**src/rtl/timer_pkg.sv**
```systemverilog
package timer_pkg;
   localparam int TMR_DATA_W     = 32;
   localparam int TMR_VEC_W      = 8;
   localparam int LVT_MASK_POS   = 16;
   localparam int LVT_PERIOD_POS = 17;
   localparam int DIV_CODES      = 8;

   typedef enum logic [1:0] {
      REG_PRESCALE = 2'd0,
      REG_ENTRY    = 2'd1,
      REG_START    = 2'd2,
      REG_LIVE     = 2'd3
   } tmr_reg_e;

   typedef struct packed {
      logic                 periodic;
      logic                 mask;
      logic [TMR_VEC_W-1:0] vector;
   } tmr_entry_t;

   function automatic logic [2:0] div_code(input logic [3:0] sel);
      return {sel[3], sel[1:0]};
   endfunction
endpackage

```
**src/rtl/timer_prescale.sv**
```systemverilog
module timer_prescale
   import timer_pkg::*;
#(
   parameter int PRESCALE_W = 7
) (
   input  logic       clk,
   input  logic       rst_n,
   input  logic       restart,
   input  logic [2:0] code,
   output logic       tick
);
   localparam int LAST_CODE = DIV_CODES - 1;

   logic [PRESCALE_W-1:0] pcnt;
   logic [PRESCALE_W-1:0] low_mask [DIV_CODES];

   // Each code selects a low-bit mask; code 7 bypasses the divider.
   generate
      for (genvar g = 0; g < DIV_CODES; g++) begin : g_mask
         if (g == LAST_CODE) begin : g_bypass
            assign low_mask[g] = '0;
         end else begin : g_pow2
            assign low_mask[g] = PRESCALE_W'((1 << (g + 1)) - 1);
         end
      end
   endgenerate

   assign tick = (pcnt & low_mask[code]) == low_mask[code];

   always_ff @(posedge clk) begin
      if (!rst_n)       pcnt <= '0;
      else if (restart) pcnt <= '0;
      else              pcnt <= pcnt + 1'b1;
   end
endmodule

```
**src/rtl/timer_downcount.sv**
```systemverilog
module timer_downcount #(
   parameter int CNT_W = 32
) (
   input  logic             clk,
   input  logic             rst_n,
   input  logic             load,
   input  logic [CNT_W-1:0] load_val,
   input  logic             tick,
   input  logic             periodic,
   output logic [CNT_W-1:0] count,
   output logic             expire,
   output logic             reload
);
   localparam logic [CNT_W-1:0] ONE = CNT_W'(1);

   // A load on the same edge overrides expiry.
   assign expire = tick && !load && (count == ONE);
   assign reload = expire && periodic;

   always_ff @(posedge clk) begin
      if (!rst_n) begin
         count <= '0;
      end else if (load) begin
         count <= load_val;
      end else if (tick && count != '0) begin
         if (reload) count <= load_val;
         else        count <= count - ONE;
      end
   end
endmodule

```
**src/rtl/timer_regs.sv**
```systemverilog
module timer_regs
   import timer_pkg::*;
#(
   parameter int CNT_W = 32
) (
   input  logic                  clk,
   input  logic                  rst_n,
   input  logic                  wr_en,
   input  logic [1:0]            addr,
   input  logic [TMR_DATA_W-1:0] wdata,
   input  logic [CNT_W-1:0]      live_count,
   output logic [TMR_DATA_W-1:0] prescale_q,
   output tmr_entry_t            entry_q,
   output logic [CNT_W-1:0]      start_q,
   output logic                  load_strobe,
   output logic [TMR_DATA_W-1:0] rdata
);
   tmr_reg_e sel;
   logic [TMR_DATA_W-1:0] entry_word;

   assign sel         = tmr_reg_e'(addr);
   assign load_strobe = wr_en && (sel == REG_START);

   always_ff @(posedge clk) begin
      if (!rst_n) begin
         prescale_q       <= '0;
         entry_q.vector   <= '0;
         entry_q.mask     <= 1'b1;
         entry_q.periodic <= 1'b0;
         start_q          <= '0;
      end else if (wr_en) begin
         case (sel)
            REG_PRESCALE: prescale_q <= wdata;
            REG_ENTRY: begin
               entry_q.vector   <= wdata[TMR_VEC_W-1:0];
               entry_q.mask     <= wdata[LVT_MASK_POS];
               entry_q.periodic <= wdata[LVT_PERIOD_POS];
            end
            REG_START:  start_q <= wdata[CNT_W-1:0];
            default: ;
         endcase
      end
   end

   always_comb begin
      entry_word                    = '0;
      entry_word[TMR_VEC_W-1:0]     = entry_q.vector;
      entry_word[LVT_MASK_POS]      = entry_q.mask;
      entry_word[LVT_PERIOD_POS]    = entry_q.periodic;
      case (sel)
         REG_PRESCALE: rdata = prescale_q;
         REG_ENTRY:    rdata = entry_word;
         REG_START:    rdata = TMR_DATA_W'(start_q);
         default:      rdata = TMR_DATA_W'(live_count);
      endcase
   end
endmodule

```
**src/rtl/timer_irq_out.sv**
```systemverilog
module timer_irq_out
   import timer_pkg::*;
(
   input  logic                 clk,
   input  logic                 rst_n,
   input  logic                 expire,
   input  tmr_entry_t           entry,
   output logic                 irq_pulse,
   output logic [TMR_VEC_W-1:0] irq_vector
);
   logic deliver;
   assign deliver = expire && !entry.mask;

   always_ff @(posedge clk) begin
      if (!rst_n) begin
         irq_pulse  <= 1'b0;
         irq_vector <= '0;
      end else begin
         irq_pulse <= deliver;
         if (deliver) irq_vector <= entry.vector;
      end
   end
endmodule

```
**src/rtl/core_countdown_timer.sv**
```systemverilog
module core_countdown_timer
   import timer_pkg::*;
#(
   parameter int CNT_W      = 32,
   parameter int PRESCALE_W = 7
) (
   input  logic                  clk,
   input  logic                  rst_n,
   input  logic                  bus_wr_en,
   input  logic [1:0]            bus_addr,
   input  logic [TMR_DATA_W-1:0] bus_wdata,
   output logic [TMR_DATA_W-1:0] bus_rdata,
   output logic                  irq_pulse,
   output logic [TMR_VEC_W-1:0]  irq_vector
);
   generate
      if (CNT_W < 2 || CNT_W > TMR_DATA_W) begin : g_bad_cnt
         $error("CNT_W must lie between 2 and the data width");
      end
      if (PRESCALE_W < DIV_CODES - 1) begin : g_bad_pre
         $error("PRESCALE_W too small for the largest prescale ratio");
      end
   endgenerate

   logic [TMR_DATA_W-1:0] prescale_q;
   tmr_entry_t            entry_q;
   logic [CNT_W-1:0]      start_q;
   logic [CNT_W-1:0]      live_count;
   logic                  load_strobe;
   logic                  tick;
   logic                  expire;
   logic                  reload;

   timer_regs #(.CNT_W(CNT_W)) regs_i (
      .clk         (clk),
      .rst_n       (rst_n),
      .wr_en       (bus_wr_en),
      .addr        (bus_addr),
      .wdata       (bus_wdata),
      .live_count  (live_count),
      .prescale_q  (prescale_q),
      .entry_q     (entry_q),
      .start_q     (start_q),
      .load_strobe (load_strobe),
      .rdata       (bus_rdata)
   );

   timer_prescale #(.PRESCALE_W(PRESCALE_W)) pre_i (
      .clk     (clk),
      .rst_n   (rst_n),
      .restart (load_strobe),
      .code    (div_code(prescale_q[3:0])),
      .tick    (tick)
   );

   // Load value is the bus word on a start write, otherwise the stored start.
   timer_downcount #(.CNT_W(CNT_W)) cnt_i (
      .clk      (clk),
      .rst_n    (rst_n),
      .load     (load_strobe),
      .load_val (load_strobe ? bus_wdata[CNT_W-1:0] : start_q),
      .tick     (tick),
      .periodic (entry_q.periodic),
      .count    (live_count),
      .expire   (expire),
      .reload   (reload)
   );

   timer_irq_out irq_i (
      .clk        (clk),
      .rst_n      (rst_n),
      .expire     (expire),
      .entry      (entry_q),
      .irq_pulse  (irq_pulse),
      .irq_vector (irq_vector)
   );
endmodule

```
**config.mk**
```make
export PLATFORM = sky130hd
export DESIGN_NAME = core_countdown_timer
export DESIGN_NICKNAME = d
export VERILOG_FILES = /design/src/rtl/timer_pkg.sv /design/src/rtl/timer_prescale.sv /design/src/rtl/timer_downcount.sv /design/src/rtl/timer_regs.sv /design/src/rtl/timer_irq_out.sv /design/src/rtl/core_countdown_timer.sv
export SDC_FILE = /design/constraint.sdc
export NUM_CORES = 1
export LEC_CHECK = 0
export CAP_MARGIN = 20
export CORE_UTILIZATION = 45
export DETAILED_ROUTE_END_ITERATION = 7
export PLACE_DENSITY = 0.64
export SYNTH_ARGS = -nofsm -noshare
export SYNTH_HDL_FRONTEND = slang
export SYNTH_SLANG_ARGS = --single-unit
```
**constraint.sdc**
```tcl
create_clock -name clk -period 6.1 [get_ports clk]
set_input_delay 1.22 -clock clk [delete_from_list [all_inputs] [get_ports clk]]
set_output_delay 1.22 -clock clk [all_outputs]
set_load 0.005 [all_outputs]
```
# --- Word level (Yosys, flattened, before mapping) ---
# Memory sizes are Yosys's and may differ from the RTL's.
# Index checks and enable logic that the tools add are counted.
classes:
  add_sub_neg: 2
  mul: 0
  div_mod_pow: 0
  n_lt_le_gt_ge: 1
  eq_ne: 4
  shifts: 0
  n_mux: 7
  bitwise_logic: 3
  reduce_logical: 15
ops:
  columns: ["op", "count"]
  rows:
  - ["2-to-1 mux 32 bit", 4]
  - ["one-hot mux 32 bit (3 select lines)", 1]
  - ["== test 32 x 1 -> 1 bit (second input constant)", 1]
  - ["nonzero test 32 bit", 1]
  - ["subtractor 32 x 1 -> 32 bit (second input constant)", 1]
  - ["2-to-1 mux 7 bit", 2]
  - ["adder 7 x 1 -> 7 bit (second input constant)", 1]
  - ["AND 7 bit", 1]
  - ["== test 7 bit", 1]
  - ["logical AND 1 bit", 6]
  - ["AND reduction 2 bit", 3]
  - [">= comparator 4 bit (second input constant)", 1]
  - ["inverter 3 -> 4 bit", 1]
  - ["== test 2 x 1 -> 1 bit (second input constant)", 1]
  - ["== test 2 bit (second input constant)", 1]
  - ["zero test 1 bit", 2]
  - ["zero test 2 bit", 1]
  - ["nonzero test 2 bit", 1]
  - ["OR reduction 2 bit", 1]
  - ["inverter 1 bit", 1]
totals:
  regBits: 122
  latchBits: 0
  ram_bits: 0
  rom_bits: 56
  word_cells: 42
  mem_count: 1
mem_list:
  columns: ["name", "depth", "word_bits", "read_ports", "rd_ports_with_merged_regs", "write_ports", "line", "rtl"]
  rows:
  - ["(no name shown)", 8, 7, 1, 0, 0, "timer_prescale.sv:28", "assign tick = (pcnt & low_mask[code]) == low_mask[code];"]

# --- Longest topological paths before layout ---
# Gate-level depths: netlist (run 1).
logic_depth:
  depth_word: 12
  mapped_depth: 10

# --- Cells and area by module ---
# Synthesis (run 1) repeated with hierarchy kept, for this count alone.
hier_totals:
  cells_unflattened: 753
  hier_area_um2: 7260.7
modules_own_cells:
  columns: ["mod", "n_inst", "cells_each", "area_each_um2", "seq_area_each_um2"]
  rows:
  - ["timer_regs", 1, 345, 3684.8, 1481.4]
  - ["timer_downcount", 1, 290, 2274.7, 640.6]
  - ["core_countdown_timer", 1, 36, 544.3, 0.0]
  - ["timer_prescale", 1, 44, 379.1, 140.1]
  - ["timer_irq_out", 1, 38, 377.9, 180.2]

# --- Worst setup path after synthesis (run 1) ---
# OpenSTA, ideal clock, no wires.
synth_path:
  path_kind: "input-to-output"
  from: "input bus_addr[1]"
  to: "output bus_rdata[0]"
  t_arrival_ps: 2515
  required_ps: 4880
  path_slack_ps: 2365
  path_stages: 3
  path_cell_list: "clkbuf_1 buf_1 mux4_2"
synth_between:
  elab_chain_len: 2
  word_cells_on_any_way: 4
synth_rtl:
  columns: ["element", "line", "rtl"]
  rows:
  - ["start: declaration", "core_countdown_timer.sv:10", "input logic [1:0] bus_addr,"]
  - ["== test 2 bit (tied with other cells)", "timer_regs.sv:50", "case (sel)"]
  - ["one-hot mux 32 bit (3 select lines) *", "timer_regs.sv:50", null]
  - ["end: declaration", "core_countdown_timer.sv:12", "output logic [TMR_DATA_W-1:0] bus_rdata,"]
# Mark *: on every way between the ends. The rest lies on a longest branch, timed or not.

# --- Worst setup path in the final report (run 1) ---
layout_path:
  from: "input bus_addr[0]"
  to: "output bus_rdata[29]"
# Same word-level chain as after synthesis.

==> results by group, run 1 <==
Run status
  • Status: completed

Logic synthesis
  • Cells after Synth: 702
  • Async S/R FF share, synth: 0
  • Synthesized area: 0.00628 mm²
  • Post-synth EDFFs: 0
  • Syn nets: 746
  • Post-Syn Area per Cell: 8.94 µm²
  • Synth Warn #: 0
  • Yosys cell types: 52
  • Sequential area share after synthesis: 0.389
  • Post-synth top flop: dfxtp_1
  • Yosys reg bits: 122

Global route
  • First-pass GRT wire length: 27,200 µm
  • Initial antenna violation count: 0
  • Total gr overflow: 0
  • All-Layer GR Usage: 0.244
  • Vias in the first global route: 5,198
  • Pin count of the biggest net entering global routing: 38

Timing
  • Setup TNS Final: 0 ns
  • Number of hold violations in the final report: 0
  • Post-layout minimum cycle time: 4.26 ns
  • Share of the cycle needed by the critical path after routing: 0.698
  • Fin. max-slew vios: 0
  • Setup violations, final: 0
  • RSZ-0062 raised after global routing: false
  • F_max: 235 MHz
  • Least-Margin Pin Slew: 1.01 ns
  • Final Skew: 0.00594 ns
  • Worst relative slew slack: 0.320

Finish
  • Multi-input logic area: 0.00358 mm²
  • Most common cell after layout, fill and taps aside: nand2_1
  • Design area: 0.00768 mm²
  • Antenna Cells: 0
  • Register Area: 0.00244 mm²
  • Commonest non-fill, non-tap cells in the layout: nand2_1 (135), dfxtp_1 (122), clkdlybuf4s50_1 (75), nor2_1 (61), a22o_1 (49)
  • # nets final: 796
  • Layout cells sized above 1: 0.116
  • Fill cell count: 1,221
  • Growth of design area from synthesis to finish: 22.4%

Worst setup path
  • Crit. End Element: output pin
  • Kind of critical path: in2out
  • Crit Reg-Reg Endpoint: cnt_i.count[3]$_SDFFE_PN0P_
  • R2R cell count: 7
  • R2R setup slack: 2.54 ns
  • WP data arrival: 3.04 ns
  • Worst path slowest cell: buf_2
  • Worst Path Max Fanout: 36
  • CP Buf/Inv Count: 3
  • Critical Path, Cell by Cell: buf_2 -> nor2_2 -> buf_4 -> a22o_1 -> clkdlybuf4s50_1
  • Startpoint Class: primary input
  • CP delay by family, top: buffers and inverters
  • CP required: 4.88 ns
  • Reg2reg start: cnt_i.count[26]$_SDFFE_PN0P_
  • Worst path max stage delay: 0.71 ns

Detailed routing
  • Routed via count: 5,422
  • DR vias/cell: 5.76
  • Pre-antenna DRT Iters: 5
  • WL/cell: 17.7 µm
  • Post-DRT Antenna Nets: 0
  • DRC errors left: 0
  • Initial DRC count: 347
  • Overall routed net length: 16,600 µm

Min path
  • Min-Delay Path Class: reg2reg
  • WHS Endpoint: regs_i.prescale_q[28]$_SDFFE_PN0P_
  • Hold path depth: 2
  • Hold path start: regs_i.prescale_q[28]$_SDFFE_PN0P_

Clocking
  • Cts bufs inserted: 17
  • Clock sink count: 122
  • Max H-tree Level: 4
  • Cts hold-fix bufs: 0
  • CTS tree: built
  • CTS max path bufs: 2
  • Clk root buf: clkbuf_16
  • # resized after CTS: 0
  • Insertion delay to the later sink of the worst-skew pair: 0.42 ns
  • Setup Fix Bufs, Post-CTS: 0
  • Clock transition at path regs: 0.06 ns

Placement
  • Post-DP HPWL: 10,900 µm
  • Port Buffers: 77
  • Post-DP Area: 0.00711 mm²
  • Gp weighted congestion: 0.820

Die
  • Die width: 120 µm
  • Vert. Die Dim: 120 µm
  • Core area: 0.0134 mm²
  • Ports: 78
  • # rows: 42
  • Die area: 0.0144 mm²
  • Initial Util: 0.468

Power and ir drop
  • LEAKAGE: 0.00297 µW
  • Total chip power: 2530 µW
  • Power per standard cell area: 329 mW/mm²
  • VDD IR max: 0.000212 V

Job
  • # Max-Cap Violations: 0
per-stage QoR:
| step | cells | setup WS, ns | hold slack [ns] | util |
|---|---|---|---|---|
| CTS | 941 | 1.84 | 0.454 | 0.573 |
| finish | 941 | 1.84 | 0.455 | 0.573 |
| global route | 941 | 1.74 | 0.468 | 0.573 |
| detailed placement | 909 | 1.73 | 0.447 | 0.531 |
| global placement | 909 | 1.81 | 0.440 | 0.531 |
| floorplan | 702 | 2.36 | 0.433 | - |
power breakdown:
part / switching (µW) / internal, µW / leakage, µW
clock network: 354 / 629 / 0.000284
registers: 62.2 / 848 / 0.000992
logic: 346 / 289 / 0.00170
registers in the layout, indices dropped and copies added (netlist names):
name and cells:
cnt_i.count 32, regs_i.prescale_q 32, regs_i.start_q 32, regs_i.entry_q 10, irq_i.irq_vector 8, pre_i.pcnt 7
irq_i.irq_pulse 1
cells in the mapped netlist (all sizes together), types with 3 or more instances:
library cell	count	area, µm²
or2	5	31.3
inv	6	22.5
or3	5	31.3
nor4	12	75.1
nand2b	4	25.0
a22o	49	429
nor3	10	50.1
ha	7	87.6
dfxtp	122	2440
clkbuf	44	166
xnor2	22	193
mux4	10	225
mux2i	43	430
mux2	24	274
nand2	135	507
a21oi	39	195
o2bb2ai	3	45.1
a32o	27	270
o22ai	4	25.0
buf	13	87.6
nand3	7	35.0
a21boi	5	37.5
nor2	62	233
xor2	10	87.6
or4	5	41.3
o21ai	4	20.0
cells by family after synthesis:
logic type                 synth area share
muxes                                 0.148
adders and majority gates            0.0140
AOI/OAI and AO/OA                     0.172
buffers and inverters                0.0446
and+or+nand+nor                       0.188
xor gates and xnor gates             0.0446
DFF                                   0.389
how the worst max path moves through the flow:
| stage | startpoint | to | slack [ns] | cells past startpoint |
|---|---|---|---|---|
| 6_report | bus_addr[0] | bus_rdata[29] | 1.84 | 5 |
| 5_1_grt | bus_addr[0] | bus_rdata[26] | 1.74 | 5 |
| 4_1_cts | bus_addr[0] | bus_rdata[29] | 1.84 | 5 |
| 3_5_place_dp | bus_addr[0] | cnt_i.count[3]$_SDFFE_PN0P_ | 1.73 | 8 |
| 3_3_place_gp | bus_addr[0] | cnt_i.count[3]$_SDFFE_PN0P_ | 1.81 | 8 |
| 2_1_floorplan | bus_addr[1] | bus_rdata[0] | 2.36 | 3 |
worst register-to-register path, cell delays in order (launching register included):
cell,delay [ns]
dfxtp_1,0.39
or4_1,0.60
nor3_1,0.66
nand4b_4,0.21
nand4bb_1,0.61
buf_4,0.43
or2_2,0.30
a32o_1,0.25
area by class of cell:
cell class | count | area share
clock buffers | 24 | 0.0627
clock inverters | 8 | 0.0121
inverters | 7 | 0.00342
multi-input cells | 516 | 0.466
flip-flops and latches | 122 | 0.318
well taps | 176 | 0.0287
repair buffers | 88 | 0.110
per-layer routing:
layer	vias to the layer above	global-route usage	wire length (µm)
met1	2643	0.317	7600
met2	134	0.388	7970
met4	0	0.113	388
met5	-	0	0
li1	2612	-	-
met3	33	0.0471	682
(Power assumes the default switching activity.)
==> inputs of run 2 (changes only) <==
Settings changed: PLACE_DENSITY 0.64 to 0.66.
Clock period 6.1 ns to 3.8 ns, I/O delays scaled along.
==> run 2 against run 1 <==
- final cell count up 1.4%
- cell area up 2.3%
- wire length up 2.6%
- global-route usage up 0.84 points
- register-to-register slack worse by 1.9 ns
- sequential share of layout area down 0.71 points
- critical path depth down 1
- utilization up 1.3 points
- clock power up 72%
- critical endpoint is now bus_rdata[23]
- largest cell class unchanged
- highest routed layer unchanged
==> results by group, run 2 (synthesis gave the netlist of run 1 again) <==
Run status
  • Status: completed

Die
  • Initial Util: 0.468
  • Die area: 0.0144 mm²
  • Die width: 120 µm
  • Vert. Die Dim: 120 µm
  • # rows: 42
  • Core area: 0.0134 mm²
  • Ports: 78

Timing
  • Share of the cycle needed by the critical path after routing: 0.874
  • Final Skew: 0.0121 ns
  • RSZ-0062 raised after global routing: false
  • Worst relative slew slack: 0.353
  • F_max: 301 MHz
  • Number of hold violations in the final report: 0
  • Setup violations, final: 0
  • Setup TNS Final: 0 ns
  • Post-layout minimum cycle time: 3.32 ns
  • Least-Margin Pin Slew: 0.970 ns
  • Fin. max-slew vios: 0
  • Fin Hold WS: 0.454 ns

Power and ir drop
  • Switch Pwr: 1220 µW
  • Switching share of power: 0.290
  • Pint: 3000 µW
  • Comb pwr share: 0.254
  • LEAKAGE: 0.00307 µW
  • Total chip power: 4230 µW
  • Power per standard cell area: 538 mW/mm²
  • VDD IR max: 0.000329 V
  • Clock Power Share: 0.400
  • Seq pwr share: 0.346

Clocking
  • Insertion delay to the later sink of the worst-skew pair: 0.42 ns
  • Cts bufs inserted: 17
  • CTS max path bufs: 2
  • Max H-tree Level: 4
  • Clk root buf: clkbuf_16
  • # resized after CTS: 0
  • Cts hold-fix bufs: 0
  • Clock transition at path regs: 0.05 ns
  • Clock sink count: 122
  • CTS tree: built
  • Setup Fix Bufs, Post-CTS: 0

Finish
  • Layout cells sized above 1: 0.132
  • Most common cell after layout, fill and taps aside: nand2_1
  • Growth of design area from synthesis to finish: 25.2%
  • # nets final: 809
  • Regs by FF count: cnt_i.count: 32 flops, regs_i.prescale_q: 32 flops, regs_i.start_q: 32 flops
  • Antenna Cells: 0
  • Commonest non-fill, non-tap cells in the layout: nand2_1 (135), dfxtp_1 (122), clkdlybuf4s50_1 (75), nor2_1 (61), a22o_1 (49)

Detailed routing
  • DR vias/cell: 5.84
  • Routed via count: 5,567
  • DRC errors left: 0
  • Pre-antenna DRT Iters: 5
  • Initial DRC count: 360
  • Post-DRT Antenna Nets: 0
  • WL/cell: 17.9 µm
  • Overall routed net length: 17,100 µm

Placement
  • Post-DP HPWL: 11,300 µm
  • Gp weighted congestion: 0.821
  • Port Buffers: 77

Worst setup path
  • Worst path max stage delay: 0.72 ns
  • Worst Path Max Fanout: 36
  • Kind of critical path: in2out
  • WP data arrival: 2.56 ns
  • CP delay by family, top: buffers and inverters
  • CP Buf/Inv Count: 2
  • Crit. End Element: output pin
  • Worst path slowest cell: buf_2
  • Startpoint Class: primary input
  • Critical Path, Cell by Cell: buf_2 -> mux2_2 -> a22o_1 -> clkdlybuf4s50_1
  • CP required: 3.04 ns

Job
  • # Max-Cap Violations: 0

Global route
  • Total gr overflow: 0
  • All-Layer GR Usage: 0.252
  • Initial antenna violation count: 0
  • First-pass GRT wire length: 28,300 µm
  • Pin count of the biggest net entering global routing: 41
  • Vias in the first global route: 5,476

Min path
  • Min-Delay Path Class: reg2reg
==> run 2: cell types whose count changed in the layout (fill, tap and decap cells not counted), sizes merged <==
cell,change
buf,+13
bufinv,+1
clkbuf,+2
clkinv,-3
==> run 2: final timing paths <==
kind                                        endpoint  slack [ns]  depth (start not counted)                                from
setup reg to reg        cnt_i.count[11]$_SDFFE_PN0P_        0.62                          7        cnt_i.count[19]$_SDFFE_PN0P_
setup / recovery                       bus_rdata[23]        0.48                          4                         bus_addr[0]
hold / removal    regs_i.prescale_q[12]$_SDFFE_PN0P_        0.45                          2  regs_i.prescale_q[12]$_SDFFE_PN0P_
hold reg to reg   regs_i.prescale_q[12]$_SDFFE_PN0P_        0.45                          2  regs_i.prescale_q[12]$_SDFFE_PN0P_
==> run 2: final cells by class <==
| type | instances | area, µm² |
|---|---|---|
| Clock buffer | 26 | 519 |
| Clock inverter | 6 | 108 |
| Fill cell | 1193 | 5540 |
| Inverter | 7 | 26.3 |
| Multi-Input combinational cell | 516 | 3580 |
| Sequential cell | 122 | 2440 |
| Tap cell | 176 | 220 |
| Timing Repair Buffer | 101 | 966 |
==> run 2: metrics by stage <==
| step | utilization | instance area, µm² | setup slack (ns) | instances |
|---|---|---|---|---|
| floorplan | - | 6280 | 0.985 | 702 |
| global placement | 0.540 | 7230 | 0.517 | 922 |
| detailed placement | 0.540 | 7230 | 0.484 | 922 |
| CTS | 0.586 | 7860 | 0.476 | 954 |
| global route | 0.586 | 7860 | 0.382 | 954 |
| finish | 0.586 | 7860 | 0.478 | 954 |
==> run 2: power by group through the flow <==
stage	registers, µW	logic (µW)	clock network (µW)
2_1_floorplan	1450	758	0
3_3_place_gp	1480	1040	0
3_5_place_dp	1490	1060	0
4_1_cts	1460	1070	1720
5_1_grt	1480	1180	1780
6_report	1460	1070	1690
==> run 2: worst register-to-register path: cells and delay by family (launching register included) <==
kind / cells / cell delay, ns
AOI/OAI and AO/OA: 1 / 0.27
DFF: 1 / 0.38
and+or+nand+nor: 5 / 2.10
buffers and inverters: 1 / 0.33
==> run 2: routing by layer <==
metal  up-vias  GRT usage  part of all wire
met5         -          0                 0
met4         0     0.0891             0.015
met3        19     0.0513             0.043
met2       148      0.418              0.48
met1      2756      0.323              0.46
li1       2644          -                 -
==> inputs of run 3 (changes only) <==
==> constraint.sdc (replaced) <==
create_clock -name clk -period 3.8 [get_ports clk]
set_input_delay 0.57 -clock clk [delete_from_list [all_inputs] [get_ports clk]]
set_output_delay 0.57 -clock clk [all_outputs]
set_load 0.005 [all_outputs]
==> run 3 against run 2 <==
- cell area shrank 0.75%
- critical path depth grew 3
- total power shrank 4.3%
- critical path type is now reg2reg
==> results by group, run 3 (synthesis gave the netlist of run 1 again) <==
Worst setup path
  • Crit. End Element: flop
  • Kind of critical path: reg2reg
  • R2R setup slack: 0.68 ns
  • Reg2reg start: cnt_i.count[19]$_SDFFE_PN0P_
  • WP data arrival: 3.43 ns
  • R2R cell count: 7
  • Crit Reg-Reg Endpoint: cnt_i.count[10]$_SDFFE_PN0P_
  • Startpoint Class: flop
  • CP required: 4.11 ns
  • Worst Path Max Fanout: 17

Placement
  • DP Cell Count: 922
  • Port Buffers: 77
  • Pre-CTS WS: 0.707 ns
  • Post-DP HPWL: 11,400 µm
  • Post-DP Area: 0.00725 mm²
  • Gp weighted congestion: 0.815

Finish
  • Growth of design area from synthesis to finish: 24.3%
  • Design area: 0.00780 mm²
  • Layout cells sized above 1: 0.131
  • Regs by FF count: cnt_i.count: 32 flops, regs_i.prescale_q: 32 flops, regs_i.start_q: 32 flops
  • Commonest non-fill, non-tap cells in the layout: nand2_1 (135), dfxtp_1 (122), clkdlybuf4s50_1 (75), nor2_1 (61), a22o_1 (49)
  • Antenna Cells: 0
  • Fin cells: 953
  • # nets final: 809
  • Most common cell after layout, fill and taps aside: nand2_1

Timing
  • Share of the cycle needed by the critical path after routing: 0.821
  • Final Skew: 0.00565 ns
  • Setup violations, final: 0
  • Fin Hold WS: 0.454 ns
  • Worst relative slew slack: 0.344
  • Post-layout minimum cycle time: 3.12 ns
  • Setup TNS Final: 0 ns
  • RSZ-0062 raised after global routing: false
  • Setup WS post-layout: 0.681 ns
  • Least-Margin Pin Slew: 0.984 ns
  • Fin. max-slew vios: 0
  • Number of hold violations in the final report: 0
  • F_max: 321 MHz

Die
  • Die width: 120 µm
  • Ports: 78
  • Core area: 0.0134 mm²
  • Initial Util: 0.468
  • Die area: 0.0144 mm²
  • Vert. Die Dim: 120 µm
  • # rows: 42

Clocking
  • Cts bufs inserted: 17
  • Clock transition at path regs: 0.05 ns
  • Max H-tree Level: 4
  • Clock sink count: 122
  • Cts hold-fix bufs: 0
  • Clk root buf: clkbuf_16
  • CTS tree: built
  • Setup Fix Bufs, Post-CTS: 0
  • Insertion delay to the later sink of the worst-skew pair: 0.42 ns
  • # resized after CTS: 0
  • CTS max path bufs: 2

Detailed routing
  • Post-DRT Antenna Nets: 0
  • DR vias/cell: 5.80
  • WL/cell: 18.2 µm
  • Routed via count: 5,523
  • Initial DRC count: 454
  • Overall routed net length: 17,300 µm
  • DRC errors left: 0
  • Pre-antenna DRT Iters: 8

Min path
  • WHS Endpoint: regs_i.prescale_q[2]$_SDFFE_PN0P_
  • Min-Delay Path Class: reg2reg
  • Hold path start: regs_i.prescale_q[2]$_SDFFE_PN0P_
  • Hold path depth: 2

Power and ir drop
  • LEAKAGE: 0.00303 µW
  • Power per standard cell area: 519 mW/mm²
  • VDD IR max: 0.000384 V

Global route
  • First-pass GRT wire length: 27,900 µm
  • Initial antenna violation count: 0
  • Total gr overflow: 0
  • Vias in the first global route: 5,390
  • Pin count of the biggest net entering global routing: 46
  • All-Layer GR Usage: 0.250

Run status
  • Status: completed

Job
  • # Max-Cap Violations: 0
-- run 3: area by class of cell --
cell class	count	area [µm²]
flip-flops and latches	122	2440
clock buffers	23	478
multi-input cells	516	3580
repair buffers	101	986
fillers	1210	5600
inverters	7	26.3
clock inverters	8	70.1
well taps	176	220
-- run 3: power breakdown --
| part | switching, µW | total (µW) | internal [µW] |
|---|---|---|---|
| clock network | 568 | 1510 | 939 |
| registers | 101 | 1460 | 1360 |
| logic | 565 | 1080 | 512 |
| total | 1230 | 4050 | 2810 |
-- run 3: how the worst max path moves through the flow --
stage / start / end / depth (start not counted)
2_1_floorplan: cnt_i.count[19]$_SDFFE_PN0P_ / cnt_i.count[7]$_SDFFE_PN0P_ / 9
3_3_place_gp: bus_addr[0] / bus_rdata[31] / 4
3_5_place_dp: bus_wr_en / cnt_i.count[25]$_SDFFE_PN0P_ / 7
4_1_cts: cnt_i.count[19]$_SDFFE_PN0P_ / cnt_i.count[10]$_SDFFE_PN0P_ / 7
5_1_grt: cnt_i.count[19]$_SDFFE_PN0P_ / cnt_i.count[10]$_SDFFE_PN0P_ / 7
6_report: cnt_i.count[19]$_SDFFE_PN0P_ / cnt_i.count[10]$_SDFFE_PN0P_ / 7
-- run 3: stage by stage --
step	power [µW]	utilization
after detailed placement	2550	0.541
after global placement	2530	0.540
after CTS	4060	0.582
after floorplan	2210	-
final	4050	0.582
after global routing	4240	0.582
-- run 3: critical path, stage by stage (launching register included) --
cell and delay (ns):
dfxtp_1 0.37, or4_4 0.58, or4_1 0.59, nand4b_4 0.28, and4bb_2 0.63, buf_12 0.21
nand2_1 0.06, a32o_1 0.27
-- run 3: metal layers --
| metal | share of wire | up-vias | global-route usage |
|---|---|---|---|
| met3 | 0.048 | 37 | 0.0509 |
| met4 | 0.023 | 0 | 0.105 |
| met5 | 0 | - | 0 |
| met1 | 0.45 | 2689 | 0.320 |
| li1 | - | 2634 | - |
| met2 | 0.48 | 163 | 0.408 |
